===== config.mk =====
export PLATFORM = sky130hd
export DESIGN_NAME = spad_addr_ctrl
export DESIGN_NICKNAME = d
export VERILOG_FILES = /design/src/rtl/spad_pkg.sv /design/src/rtl/spad_rst_sync.sv /design/src/rtl/spad_range_chk.sv /design/src/rtl/spad_addr_fmt.sv /design/src/rtl/spad_xfer_gate.sv /design/src/rtl/spad_addr_ctrl.sv
export SDC_FILE = /design/constraint.sdc
export NUM_CORES = 1
export LEC_CHECK = 0
export ABC_AREA = 1
export BUFFER_PORTS_ARGS = -buffer_cell sky130_fd_sc_hd__clkbuf_2
export CORE_MARGIN = 8
export CORE_UTILIZATION = 50
export DETAILED_ROUTE_END_ITERATION = 16
export PLACE_DENSITY = 0.75
export SYNTH_ARGS = -nofsm -noshare
export SYNTH_HDL_FRONTEND = slang
export SYNTH_SLANG_ARGS = --single-unit

===== constraint.sdc =====
create_clock -name clk -period 1.1 [get_ports clk]
set_clock_uncertainty 0.05 [all_clocks]
set_input_delay 0.11 -clock clk [delete_from_list [all_inputs] [get_ports clk]]
set_output_delay 0.11 -clock clk [all_outputs]
set_load 0.005 [all_outputs]

===== src/rtl/spad_pkg.sv =====
package spad_pkg;
  localparam int unsigned PAGE_W = 3;
  localparam int unsigned COL_W  = 3;
  localparam int unsigned ROW_W  = 9;
  localparam int unsigned QSEL_W = 2;
  localparam int unsigned RAC_W  = PAGE_W + COL_W + 1;
  localparam int unsigned CNT_W  = 8;
  localparam int unsigned Q0_ROW_W = CNT_W - 2;

  typedef enum logic {
    ACC_RANDOM = 1'b0,
    ACC_SEQ    = 1'b1
  } acc_mode_e;

  typedef struct packed {
    logic [QSEL_W-1:0] qsel;
    logic [PAGE_W-1:0] page;
    logic [COL_W-1:0]  col;
    logic [ROW_W-1:0]  row;
  } spad_loc_t;
endpackage


===== src/rtl/spad_rst_sync.sv =====
module spad_rst_sync #(
  parameter int unsigned STAGES = 2
) (
  input  logic clk,
  input  logic rst_n,
  output logic rst_sync_n
);
  logic [STAGES-1:0] sync_q;

  always_ff @(posedge clk or negedge rst_n) begin
    if (!rst_n) sync_q <= '0;
    else        sync_q <= {sync_q[STAGES-2:0], 1'b1};
  end

  assign rst_sync_n = sync_q[STAGES-1];
endmodule


===== src/rtl/spad_range_chk.sv =====
module spad_range_chk
  import spad_pkg::*;
#(
  parameter int unsigned PAGE_CNT = 6,
  parameter int unsigned Q0_ROWS  = 64,
  parameter int unsigned QX_ROWS  = 432
) (
  input  logic      big_dram,
  input  spad_loc_t loc,
  output logic      loc_ok
);
  localparam logic [PAGE_W-1:0] PAGE_LAST = PAGE_W'(PAGE_CNT - 1);
  localparam logic [ROW_W-1:0]  Q0_LAST   = ROW_W'(Q0_ROWS - 1);
  localparam logic [ROW_W-1:0]  QX_LAST   = ROW_W'(QX_ROWS - 1);

  logic page_ok, q0_ok, qx_ok;

  always_comb begin
    page_ok = (loc.page <= PAGE_LAST);
    q0_ok   = (loc.col != '0) && (loc.row <= Q0_LAST);
    qx_ok   = big_dram && (loc.row <= QX_LAST);
    loc_ok  = page_ok && ((loc.qsel == '0) ? q0_ok : qx_ok);
  end
endmodule


===== src/rtl/spad_addr_fmt.sv =====
module spad_addr_fmt
  import spad_pkg::*;
(
  input  spad_loc_t         loc,
  output logic [RAC_W-1:0]  rac,
  output logic [CNT_W-1:0]  cnt
);
  always_comb begin
    if (loc.qsel == '0) begin
      rac = {loc.page, loc.col, 1'b1};
      cnt = {2'b10, loc.row[Q0_ROW_W-1:0]};
    end else begin
      rac = {loc.page, loc.col, loc.row[ROW_W-1]};
      cnt = loc.row[CNT_W-1:0];
    end
  end
endmodule


===== src/rtl/spad_xfer_gate.sv =====
module spad_xfer_gate (
  input  logic xfer_req,
  input  logic load,
  input  logic armed,
  input  logic col_end,
  input  logic slow_win,
  input  logic rdy,
  output logic go,
  output logic eoc_hit,
  output logic hs_ok
);
  logic path_free;

  always_comb begin
    hs_ok     = ~slow_win;
    path_free = hs_ok | rdy;
    go        = xfer_req & ~load & armed & ~col_end & path_free;
    eoc_hit   = xfer_req & ~load & armed & col_end;
  end
endmodule


===== src/rtl/spad_addr_ctrl.sv =====
module spad_addr_ctrl
  import spad_pkg::*;
#(
  parameter int unsigned PAGE_CNT   = 6,
  parameter int unsigned Q0_ROWS    = 64,
  parameter int unsigned QX_ROWS    = 432,
  parameter int unsigned RST_STAGES = 2
) (
  input  logic              clk,
  input  logic              rst_n,
  input  logic              big_dram_i,
  input  logic              load_i,
  input  logic              seq_mode_i,
  input  logic [QSEL_W-1:0] quarter_i,
  input  logic [PAGE_W-1:0] page_i,
  input  logic [COL_W-1:0]  col_i,
  input  logic [ROW_W-1:0]  row_i,
  input  logic              xfer_req_i,
  input  logic              slow_win_i,
  input  logic              rdy_i,
  output logic [RAC_W-1:0]  rac_o,
  output logic [CNT_W-1:0]  cnt_o,
  output logic [QSEL_W-1:0] quarter_o,
  output logic              xfer_go_o,
  output logic              hs_ok_o,
  output logic              err_o,
  output logic              eoc_o
);
  localparam logic [ROW_W-1:0] Q0_LAST = ROW_W'(Q0_ROWS - 1);
  localparam logic [ROW_W-1:0] QX_LAST = ROW_W'(QX_ROWS - 1);

  logic rst_sync_n;

  spad_rst_sync #(.STAGES(RST_STAGES)) u_rst (
    .clk        (clk),
    .rst_n      (rst_n),
    .rst_sync_n (rst_sync_n)
  );

  // state registers and their next values
  logic [RAC_W-1:0]  rac_q, rac_d;
  logic [CNT_W-1:0]  cnt_q, cnt_d;
  logic [QSEL_W-1:0] qsel_q, qsel_d;
  acc_mode_e         mode_q, mode_d;
  logic              armed_q, armed_d;
  logic              end_q, end_d;
  logic              eoc_q, eoc_d;
  logic              err_q, err_d;

  // incoming location
  spad_loc_t  ld_loc;
  logic       ld_ok;
  logic [RAC_W-1:0] ld_rac;
  logic [CNT_W-1:0] ld_cnt;

  assign ld_loc = '{qsel: quarter_i, page: page_i, col: col_i, row: row_i};

  spad_range_chk #(
    .PAGE_CNT (PAGE_CNT),
    .Q0_ROWS  (Q0_ROWS),
    .QX_ROWS  (QX_ROWS)
  ) u_chk (
    .big_dram (big_dram_i),
    .loc      (ld_loc),
    .loc_ok   (ld_ok)
  );

  spad_addr_fmt u_fmt_ld (
    .loc (ld_loc),
    .rac (ld_rac),
    .cnt (ld_cnt)
  );

  // current row unpacked from the registers, and its successor repacked
  logic [ROW_W-1:0] row_cur;
  logic             at_last;
  spad_loc_t        step_loc;
  logic [RAC_W-1:0] step_rac;
  logic [CNT_W-1:0] step_cnt;

  always_comb begin
    if (qsel_q == '0) begin
      row_cur = {{(ROW_W-Q0_ROW_W){1'b0}}, cnt_q[Q0_ROW_W-1:0]};
      at_last = (row_cur == Q0_LAST);
    end else begin
      row_cur = {rac_q[0], cnt_q};
      at_last = (row_cur == QX_LAST);
    end
    step_loc = '{qsel: qsel_q,
                 page: rac_q[RAC_W-1 -: PAGE_W],
                 col:  rac_q[COL_W:1],
                 row:  row_cur + ROW_W'(1)};
  end

  spad_addr_fmt u_fmt_step (
    .loc (step_loc),
    .rac (step_rac),
    .cnt (step_cnt)
  );

  logic go, eoc_hit, hs_ok;

  spad_xfer_gate u_gate (
    .xfer_req (xfer_req_i),
    .load     (load_i),
    .armed    (armed_q),
    .col_end  (end_q),
    .slow_win (slow_win_i),
    .rdy      (rdy_i),
    .go       (go),
    .eoc_hit  (eoc_hit),
    .hs_ok    (hs_ok)
  );

  // next-state
  always_comb begin
    rac_d   = rac_q;
    cnt_d   = cnt_q;
    qsel_d  = qsel_q;
    mode_d  = mode_q;
    armed_d = armed_q;
    end_d   = end_q;
    eoc_d   = eoc_q;
    err_d   = err_q;
    if (load_i) begin
      eoc_d = 1'b0;
      end_d = 1'b0;
      if (ld_ok) begin
        rac_d   = ld_rac;
        cnt_d   = ld_cnt;
        qsel_d  = quarter_i;
        mode_d  = seq_mode_i ? ACC_SEQ : ACC_RANDOM;
        armed_d = 1'b1;
        err_d   = 1'b0;
      end else begin
        armed_d = 1'b0;
        err_d   = 1'b1;
      end
    end else if (go) begin
      if (mode_q == ACC_RANDOM) begin
        armed_d = 1'b0;
      end else if (at_last) begin
        end_d = 1'b1;
      end else begin
        rac_d = step_rac;
        cnt_d = step_cnt;
      end
    end else if (eoc_hit) begin
      eoc_d = 1'b1;
    end
  end

  // registers
  always_ff @(posedge clk or negedge rst_sync_n) begin
    if (!rst_sync_n) begin
      rac_q   <= '0;
      cnt_q   <= '0;
      qsel_q  <= '0;
      mode_q  <= ACC_RANDOM;
      armed_q <= 1'b0;
      end_q   <= 1'b0;
      eoc_q   <= 1'b0;
      err_q   <= 1'b0;
    end else begin
      rac_q   <= rac_d;
      cnt_q   <= cnt_d;
      qsel_q  <= qsel_d;
      mode_q  <= mode_d;
      armed_q <= armed_d;
      end_q   <= end_d;
      eoc_q   <= eoc_d;
      err_q   <= err_d;
    end
  end

  assign rac_o     = rac_q;
  assign cnt_o     = cnt_q;
  assign quarter_o = qsel_q;
  assign xfer_go_o = go;
  assign hs_ok_o   = hs_ok;
  assign err_o     = err_q;
  assign eoc_o     = eoc_q;


  q0_marker_chk: assert property (@(posedge clk) disable iff (!rst_sync_n)
    (armed_q && qsel_q == '0) |-> (rac_q[0] && cnt_q[CNT_W-1 -: 2] == 2'b10));


  err_blocks_go_chk: assert property (@(posedge clk) disable iff (!rst_sync_n)
    err_q |-> !xfer_go_o);


  seq_step_chk: assert property (@(posedge clk) disable iff (!rst_sync_n)
    (xfer_go_o && mode_q == ACC_SEQ && !at_last) |=> (row_cur == $past(row_cur) + ROW_W'(1)));


  eoc_no_go_chk: assert property (@(posedge clk) disable iff (!rst_sync_n)
    eoc_q |-> !xfer_go_o);


  rand_once_chk: assert property (@(posedge clk) disable iff (!rst_sync_n)
    (xfer_go_o && mode_q == ACC_RANDOM) |=> !xfer_go_o);


  slow_wait_chk: assert property (@(posedge clk) disable iff (!rst_sync_n)
    (slow_win_i && !rdy_i) |-> !xfer_go_o);
endmodule


==> impl_metrics.csv, run 1 <==
group,metric,value,unit
run_status,status,"complete, but fails checks",
route,drt_iter0_drc,110,
clock_tree,clk_pin_slew,0.13,ns
critical_path,endpoint_kind,"flop",
final_layout,finalNonFillerCells,316,
synthesis,syn_inst,190,
synthesis,synth-async-reset-ratio,1.00,
floorplanning,die_height,69.0,um
floorplanning,fp.dieW,69.0,um
synthesis,synthesis.area,1410,um2
sta,rsz0062_at_grt,"true",
place,dp_hpwl,3.02,mm
final_layout,drive_gt1_frac,0.470,
synthesis,syn_area_per_cell,7.40,um2
sta,final.setup.worst_slack,-0.424,ns
critical_path,worst-endpoint-arrival,1.69,ns
floorplanning,core-area,2710,um2
critical_path,criticalPathCategory,"flop to flop",
synthesis,synth_fp_nets,216,
route,drt-total-wl,4.80,mm
synthesis,synth_ff_type,"dfrtp_1",
final_layout,fillers,166,
final_layout,fin_nets,312,
global_routing,antenna_found_initial,0,
place,placed_area,1900,um2
sta,drv_slew,0,
pwr,power.density,1380,nW/um2
final_layout,stdcell_area,2260,um2
clock_tree,clock_latency,0.31,ns
floorplanning,pin_count,46,
clock_tree,clock_sinks,24,
global_routing,grt_max_degree,22,
critical_path,critPathLaunchType,"flop",
synthesis,synth.most_common_cell,"nand2_1",
clock_tree,htree_levels,1,
synthesis,synth_edf_count,0,
synthesis,synth_commonest_cells,"56 x nand2_1, 26 x inv_1, 24 x dfrtp_1",
route,drt_pass1_iterations,5,
route,drc,0,
synthesis,ys_ff_latch,24,
sta,finalHoldViolations,1,
floorplanning,num_rows,19,
final_layout,multiInputGateArea,783,um2
pwr,ir_drop,1170,uV
critical_path,required,1.27,ns
global_routing,grt-ovfl-total,0,
global_routing,grt_pass1_wl,7.15,mm
sta,fin_crit_sh,1.39,
route,wl_per_cell,15.2,um
synthesis,synth_area_leaders,"dfrtp_1 43%, nand2_1 15%, nand3_1 7.5%, inv_1 6.9%, o21ai_0 5.3%",
place,place_inst,294,
min_path,min-delay-start,"col_i[0]",
synthesis,synth.largest_area_cell,"dfrtp_1",
place,gp_congestion,0.846,
final_layout,syn_to_final_growth,60.8,%
final_layout,n_antenna_cell,0,
sta,fmax,0.656,GHz
pwr,leakage,1.24,nW
clock_tree,clock_path_buffers,2,
floorplanning,initial_core_util,0.518,
critical_path,cp-startpoint,"cnt_o[0]$_DFFE_PN0P_",
min_path,hold_path.class,"input pin to flop",
global_routing,grt_use_total,0.176,
critical_path,r2r_start,"cnt_o[0]$_DFFE_PN0P_",
sta,fin_crit,1.52,ns
floorplanning,dieArea,4760,um2
route,vias,1652,
route,post_drt_via_cell_ratio,5.23,
sta,setup_viol,21,
synthesis,yosys_warnings,0,
job,drv_cap,0,
clock_tree,clockRootBuffer,"clkbuf_4",
global_routing,grt_pass1_vias,1629,
place,place.port_buffers,45,
synthesis,synth_cell_types,27,
clock_tree,cts_made_buffers,3,
synthesis,yosys.area.top_type_share,0.427,
clock_tree,cts_tree,"built",
synthesis,ys_seq_area_frac,0.427,
run_status,violations,"hold timing, setup timing",
route,drtAntennaViolNets,0,
critical_path,worst-path-max-fanout,7,
final_layout,seq_area,606,um2
sta,hold_ws,-0.000433,ns
## registers in the layout, summed over array words and instances, names as in the netlist
register,flops
mode_q,1
eoc_o,1
cnt_o,8
u_rst.sync_q,2
rac_o,7
end_q,1
quarter_o,2
armed_q,1
err_o,1
## cell usage in the layout, fill, tap and decap left out
cell type,n
or2_4,1
buf_6,14
xor2_1,1
inv_2,4
nor3_1,2
nor2_1,11
nor3_4,1
conb_1,1
a21oi_1,5
a31oi_4,1
nand2_1,53
o21ai_2,1
buf_12,1
inv_1,23
dfrtp_2,4
o31ai_1,1
nand3_4,3
nor2_2,2
nor2_4,5
nand2_2,8
dfrtp_1,20
buf_4,30
clkbuf_4,3
nand2_4,1
clkbuf_2,43
nand3_2,9
clkbuf_8,1
nand3_1,13
ha_4,1
inv_4,1
o21ai_0,13
dlygate4sd3_1,7
o21ai_1,1
## area by class of cell
class,instances,share of cell area
Tap cell,31,0.0172
Timing Repair Buffer,95,0.305
Multi-Input combinational cell,134,0.347
Inverter,28,0.0476
Clock buffer,4,0.0161
Sequential cell,24,0.268
## what timing repair did
item	in CTS	in global routing
pin swaps	3	12
setup buffers	8	6
cloned	1	0
endpoints found under the hold margin	8	0
resized for setup	28	19
setup endpoints to repair	21	24
hold buffers	7	0
## power breakdown
| part | switching (mW) | leakage, nW | internal (mW) |
|---|---|---|---|
| clock | 0.254 | 0.0210 | 0.202 |
| sequential | 0.183 | 0.292 | 1.06 |
| combinational | 0.694 | 0.925 | 0.735 |
## through the flow
step,hold WS [ns],worst slack (ns),setup TNS (ns),total power [mW],util
floorplan,-0.236,-0.303,-2.82,1.70,-
global placement,-0.153,-0.315,-4.50,2.28,0.701
detailed placement,-0.152,-0.372,-5.14,2.31,0.701
CTS,0.00240,-0.334,-3.71,2.95,0.795
global route,0.0107,-0.499,-6.14,3.31,0.834
finish,-0.000433,-0.424,-4.93,3.13,0.834
## metal layers
layer / global-route usage / routed length (um) / up-vias
li1: - / - / 786
met1: 0.196 / 1830 / 773
met2: 0.315 / 2490 / 78
met3: 0.0443 / 363 / 15
met4: 0.0615 / 115 / 0
met5: 0 / 0 / -
## critical path, stage by stage, from the launching register on
cell,delay (ns)
dfrtp_1,0.42
ha_4,0.18
nand3_4,0.11
nor3_4,0.17
nand2_2,0.11
nand3_4,0.14
nand2_2,0.11
nand2_1,0.09
nand2_1,0.06
## logic make-up (layout without fill, tap and decap cells)
kind of cell	count (synthesis)	in the layout	synth area share
and+or+nand+nor	108	109	0.374
adders and majority gates	1	1	0.00890
buffers and inverters	33	127	0.0997
AOI/OAI and AO/OA	22	22	0.0810
other	1	1	0.00267
DFF	24	24	0.427
xor gates and xnor gates	1	1	0.00623
## final timing paths
| path | to | slack [ns] | depth (start not counted) |
|---|---|---|---|
| max in group asynchronous | err_o$_DFFE_PN0P_ | 0.36 | 1 |
| worst min register to register | rac_o[3]$_DFFE_PN0P_ | 0.19 | 1 |
| worst min-delay path | rac_o[1]$_DFFE_PN0P_ | -0.0004 | 3 |
| worst max register to register | cnt_o[3]$_DFFE_PN0P_ | -0.42 | 8 |
| min in group asynchronous | u_rst.sync_q[1]$_DFF_PN0_ | 0.04 | 2 |
| worst max-delay path | cnt_o[3]$_DFFE_PN0P_ | -0.42 | 8 |
No activity file was read; power rests on OpenSTA's default activity.
==> inputs of run 2 (changes only) <==
- CORE_MARGIN: 8 -> 2
==> run 2 against run 1 <==
The run ends with setup timing left. Via count fell by 2.5%. Worst setup slack improved by 0.010 ns. Sequential cell count did not move. Maximum frequency rose by 0.66%. Wire length fell by 18%. Die area fell by 32%. Total power fell by 3.6%. Register-to-register slack barely moved. Combinational power barely moved.
==> impl_metrics.csv, run 2 (same netlist as run 1, synthesis figures left out) <==
group,metric,value,unit
run_status,status,"complete, but fails checks",
run_status,violations,"setup timing",
clock_tree,htree_levels,1,
pwr,ir_drop,1230,uV
final_layout,n_antenna_cell,0,
final_layout,finalNonFillerCells,319,
floorplanning,initial_core_util,0.518,
route,drt_pass1_iterations,4,
pwr,power.density,1350,nW/um2
sta,final.setup.worst_slack,-0.414,ns
route,vias,1611,
critical_path,reg2regPathDepth,10,
critical_path,cpPeakStageDelay,0.42,ns
global_routing,antenna_found_initial,0,
floorplanning,num_rows,19,
critical_path,crit_family,"simple AND/OR/NAND/NOR gates",
floorplanning,die_height,57.0,um
critical_path,slowest_stage,"dfrtp_1",
critical_path,worst-endpoint-arrival,1.68,ns
route,wl_per_cell,12.4,um
critical_path,path_cells,"ha_4 > nand2_1 > inv_2 > nand3_2 > nand2_2 > inv_4 > nand3_4 > nand2_4 > nand2_1 > nand2_1",
clock_tree,clockRootBuffer,"clkbuf_4",
final_layout,seq_area,603,um2
critical_path,critPathLaunchType,"flop",
final_layout,fin_nets,316,
critical_path,required,1.26,ns
global_routing,grt_max_degree,21,
min_path,hold_path.class,"input pin to asynchronous set/reset pin",
sta,setup_viol,20,
critical_path,path_buf_inv,2,
floorplanning,fp.dieW,57.0,um
clock_tree,clock_path_buffers,2,
global_routing,grt-ovfl-total,0,
place,dp_hpwl,2.57,mm
route,drtAntennaViolNets,0,
route,post_drt_via_cell_ratio,5.05,
sta,finalHoldViolations,0,
sta,fin_crit,1.51,ns
clock_tree,clk_pin_slew,0.13,ns
floorplanning,pin_count,46,
final_layout,syn_to_final_growth,59.3,%
sta,fin_crit_sh,1.38,
place,place_inst,294,
final_layout,largest_reg_flops,8,
route,drt-total-wl,3.94,mm
job,drv_cap,0,
place,place.port_buffers,45,
global_routing,grt_pass1_vias,1450,
pwr,leakage,1.23,nW
global_routing,grt_use_total,0.245,
critical_path,r2r_slack,-0.41,ns
clock_tree,cts_made_buffers,3,
sta,drv_slew,0,
critical_path,worst-path-max-fanout,6,
place,gp_congestion,0.823,
final_layout,multiInputGateArea,753,um2
final_layout,final_cell_mix,"51 x nand2_1, 44 x clkbuf_2, 30 x buf_4, 23 x inv_1, 22 x dfrtp_1",
final_layout,layout_commonest_cell,"nand2_1",
clock_tree,cts_tree,"built",
clock_tree,clock_sinks,24,
critical_path,r2r_start,"cnt_o[0]$_DFFE_PN0P_",
pwr,total_power,3.01,mW
final_layout,fillers,184,
final_layout,drive_gt1_frac,0.438,
critical_path,reg2reg_to,"cnt_o[1]$_DFFE_PN0P_",
global_routing,grt_pass1_wl,6.23,mm
critical_path,endpoint_kind,"flop",
route,drc,0,
critical_path,crit_top_cell,"nand2_1",
critical_path,criticalPathCategory,"flop to flop",
clock_tree,clock_latency,0.31,ns
floorplanning,dieArea,3250,um2
sta,fmax,0.660,GHz
route,drt_iter0_drc,63,
floorplanning,core-area,2710,um2
final_layout,utilization,0.826,
sta,rsz0062_at_grt,"true",
[run 2: worst max path at each step]
| stage | startpoint | end | cells after the start |
|---|---|---|---|
| 2_1_floorplan | cnt_o[0]$_DFFE_PN0P_ | rac_o[0]$_DFFE_PN0P_ | 8 |
| 3_3_place_gp | cnt_o[1]$_DFFE_PN0P_ | rac_o[0]$_DFFE_PN0P_ | 8 |
| 3_5_place_dp | cnt_o[1]$_DFFE_PN0P_ | cnt_o[2]$_DFFE_PN0P_ | 8 |
| 4_1_cts | cnt_o[1]$_DFFE_PN0P_ | cnt_o[2]$_DFFE_PN0P_ | 8 |
| 5_1_grt | cnt_o[0]$_DFFE_PN0P_ | cnt_o[1]$_DFFE_PN0P_ | 10 |
| 6_report | cnt_o[0]$_DFFE_PN0P_ | cnt_o[1]$_DFFE_PN0P_ | 10 |
[run 2: report_power, final]
part	internal, mW	switching (mW)
Combinational	0.773	0.622
Sequential	1.05	0.181
Clock	0.128	0.254
[run 2: per-stage QoR]
stage | hold WS, ns | setup WS, ns | setup TNS [ns] | cell area (um2)
after CTS | 0.0441 | -0.322 | -4.08 | 2140
after global placement | -0.153 | -0.302 | -4.02 | 1900
after global routing | 0.0482 | -0.474 | -5.98 | 2240
after detailed placement | -0.152 | -0.346 | -4.56 | 1900
final | 0.0489 | -0.414 | -4.72 | 2240
after floorplan | -0.236 | -0.303 | -2.82 | 1410
[run 2: cell type report]
class,instances,share of cell area
clock buffers,3,0.0101
inverters,28,0.0492
multi-input cells,135,0.337
flip-flops and latches,24,0.269
well taps,31,0.0173
repair buffers,98,0.317
[run 2: layer usage]
layer | global-route usage | part of all wire | vias up
li1 | - | - | 803
met5 | 0 | 0 | -
met4 | 0.0598 | 0.018 | 0
met2 | 0.430 | 0.50 | 56
met3 | 0.0317 | 0.070 | 6
met1 | 0.324 | 0.41 | 746
[run 2: what timing repair did]
item | in CTS | in global routing
gates resized for setup | 18 | 18
pin swaps | 6 | 3
setup endpoints to repair | 22 | 23
hold endpoints to repair | 12 | 0
gates cloned | 2 | 0
hold buffers | 11 | 0
setup buffers | 6 | 5
==> inputs of run 3 (changes only) <==
--- a/config.mk
+++ b/config.mk
@@ -8,5 +8,5 @@
 export ABC_AREA = 1
 export BUFFER_PORTS_ARGS = -buffer_cell sky130_fd_sc_hd__clkbuf_2
-export CORE_MARGIN = 2
+export CORE_MARGIN = 5
 export CORE_UTILIZATION = 50
 export DETAILED_ROUTE_END_ITERATION = 16
==> constraint.sdc (replaced) <==
create_clock -name clk -period 1.1 [get_ports clk]
set_clock_uncertainty 0.05 [all_clocks]
set_input_delay 0.055 -clock clk [delete_from_list [all_inputs] [get_ports clk]]
set_output_delay 0.055 -clock clk [all_outputs]
set_load 0.005 [all_outputs]
==> run 3 against run 2 <==
The flow still finishes with violations (setup timing). Sequential power is essentially flat. Final area grew 1.3%. Die area grew 22%. Clock power grew 71%. Count of clock-buffer cells in the layout is the same. Critical endpoint is now end_q$_DFFE_PN0P_. Largest cell class is now non-clock buffers. Largest power group unchanged. Highest routed layer unchanged.
==> impl_metrics.csv, run 3 (same netlist as run 1, synthesis figures left out) <==
group,metric,value,unit
clock_tree,htree_levels,1,
final_layout,fillers,151,
pwr,total_power,3.31,mW
global_routing,grt-ovfl-total,0,
critical_path,critPathLaunchType,"flop",
place,dp_hpwl,2.90,mm
place,dp_slack,-0.375,ns
route,post_drt_via_cell_ratio,5.07,
clock_tree,clock_sinks,24,
min_path,hold_path.class,"input pin to flop",
final_layout,fin_nets,322,
sta,rsz0062_at_grt,"true",
min_path,min-delay-start,"quarter_i[1]",
place,gp_congestion,0.873,
job,drv_cap,0,
floorplanning,num_rows,19,
critical_path,endpoint_kind,"flop",
final_layout,n_antenna_cell,0,
pwr,leakage,1.26,nW
clock_tree,cts_tree,"built",
critical_path,reg2reg_to,"end_q$_DFFE_PN0P_",
global_routing,grt_max_degree,17,
sta,fin_crit_sh,1.44,
final_layout,syn_to_final_growth,61.4,%
floorplanning,die_height,63.0,um
final_layout,final_cell_mix,"54 x nand2_1, 43 x clkbuf_2, 40 x buf_4, 23 x inv_1, 23 x dfrtp_1",
place,place.port_buffers,45,
critical_path,r2r_start,"cnt_o[0]$_DFFE_PN0P_",
critical_path,required,1.31,ns
critical_path,reg2regPathDepth,8,
run_status,status,"complete, but fails checks",
run_status,violations,"setup timing",
final_layout,stdcell_area,2270,um2
clock_tree,clockRootBuffer,"clkbuf_4",
route,drt_iter0_drc,215,
critical_path,r2r_slack,-0.49,ns
final_layout,largest_reg_flops,8,
min_path,holdPathEnd,"quarter_o[1]$_DFFE_PN0P_",
route,drc,0,
sta,finalHoldViolations,0,
clock_tree,clk_pin_slew,0.14,ns
route,drt-total-wl,4.56,mm
critical_path,criticalPathCategory,"flop to flop",
global_routing,grt_use_total,0.204,
sta,drv_slew,0,
floorplanning,fp.dieW,63.0,um
floorplanning,dieArea,3970,um2
critical_path,worst-endpoint-arrival,1.79,ns
sta,fmax,0.631,GHz
clock_tree,cts_made_buffers,3,
route,vias,1654,
final_layout,multiInputGateArea,709,um2
critical_path,worst-path-max-fanout,3,
floorplanning,core-area,2730,um2
min_path,hold_path_depth,4,
floorplanning,pin_count,46,
clock_tree,clock_latency,0.32,ns
final_layout,seq_area,602,um2
sta,final.setup.worst_slack,-0.485,ns
route,drt_pass1_iterations,8,
final_layout,finalNonFillerCells,326,
global_routing,grt_pass1_vias,1495,
place,placed_area,1920,um2
pwr,power.density,1460,nW/um2
place,place_inst,299,
route,drtAntennaViolNets,0,
floorplanning,initial_core_util,0.514,
pwr,ir_drop,1430,uV
final_layout,drive_gt1_frac,0.420,
sta,setup_viol,17,
route,wl_per_cell,14.0,um
clock_tree,clock_path_buffers,2,
global_routing,antenna_found_initial,0,
final_layout,layout_commonest_cell,"nand2_1",
sta,fin_crit,1.59,ns
global_routing,grt_pass1_wl,6.58,mm
==> run 3: changes by cell type in the layout (fill, tap and decap cells not counted), moves of 2 or more <==
cell           previous run  this run
buf_4                    30        40
nand2_1                  51        54
nand2_2                   9         6
buf_6                    12        10
dlygate4sd3_1            11        13
nand3_2                   3         1
==> run 3: final cells by class <==
cell class                 instances  area share
multi-input combinational        133       0.313
clock inverter                     1      0.0132
inverter                          28      0.0474
clock buffer                       3     0.00993
sequential                        24       0.265
timing repair buffer             106       0.334
tap                               31      0.0171
==> run 3: per-stage QoR <==
stage	util	setup TNS, ns	hold WS [ns]
floorplan	-	-2.82	-0.291
global placement	0.704	-3.02	-0.207
detailed placement	0.704	-3.62	-0.208
CTS	0.791	-3.90	0.0176
global route	0.830	-6.64	0.0451
finish	0.830	-5.40	0.0286
==> run 3: layer usage <==
| layer | global-route usage | share of wire | vias to the layer above |
|---|---|---|---|
| li1 | - | - | 803 |
| met1 | 0.255 | 0.38 | 743 |
| met2 | 0.349 | 0.50 | 95 |
| met3 | 0.0522 | 0.090 | 13 |
| met4 | 0.0451 | 0.025 | 0 |
| met5 | 0 | 0 | - |
==> run 3: how the worst max path moves through the flow <==
stage	slack [ns]	startpoint	endpoint	cells past startpoint
after floorplan	-0.30	cnt_o[0]$_DFFE_PN0P_	rac_o[0]$_DFFE_PN0P_	8
after global placement	-0.32	cnt_o[1]$_DFFE_PN0P_	cnt_o[6]$_DFFE_PN0P_	8
after detailed placement	-0.38	cnt_o[1]$_DFFE_PN0P_	cnt_o[4]$_DFFE_PN0P_	10
after CTS	-0.38	cnt_o[1]$_DFFE_PN0P_	cnt_o[4]$_DFFE_PN0P_	10
after global routing	-0.57	cnt_o[0]$_DFFE_PN0P_	end_q$_DFFE_PN0P_	8
final	-0.49	cnt_o[0]$_DFFE_PN0P_	end_q$_DFFE_PN0P_	8
==> run 3: report_power, final <==
group          leakage, nW  internal (mW)  switching [mW]  total (mW)
combinational        0.937          0.758           0.669        1.43
clock               0.0279          0.369           0.286       0.655
sequential           0.296           1.05           0.175        1.23
==> run 3: what timing repair did <==
| item | in CTS | in global routing |
|---|---|---|
| endpoints found under the setup margin | 17 | 20 |
| pin swaps | 3 | 2 |
| hold endpoints to repair | 13 | 0 |
| hold buffers | 13 | 0 |
| buffers inserted | 3 | 9 |
| resized for setup | 12 | 12 |
==> run 3: worst max-delay path, stage by stage, from the launching register on <==
cell,delay [ns]
dfrtp_1,0.45
ha_4,0.20
nand3_4,0.11
nor3_4,0.15
nand2_2,0.10
buf_4,0.15
nand2_1,0.10
a21oi_1,0.08
nor2_1,0.12
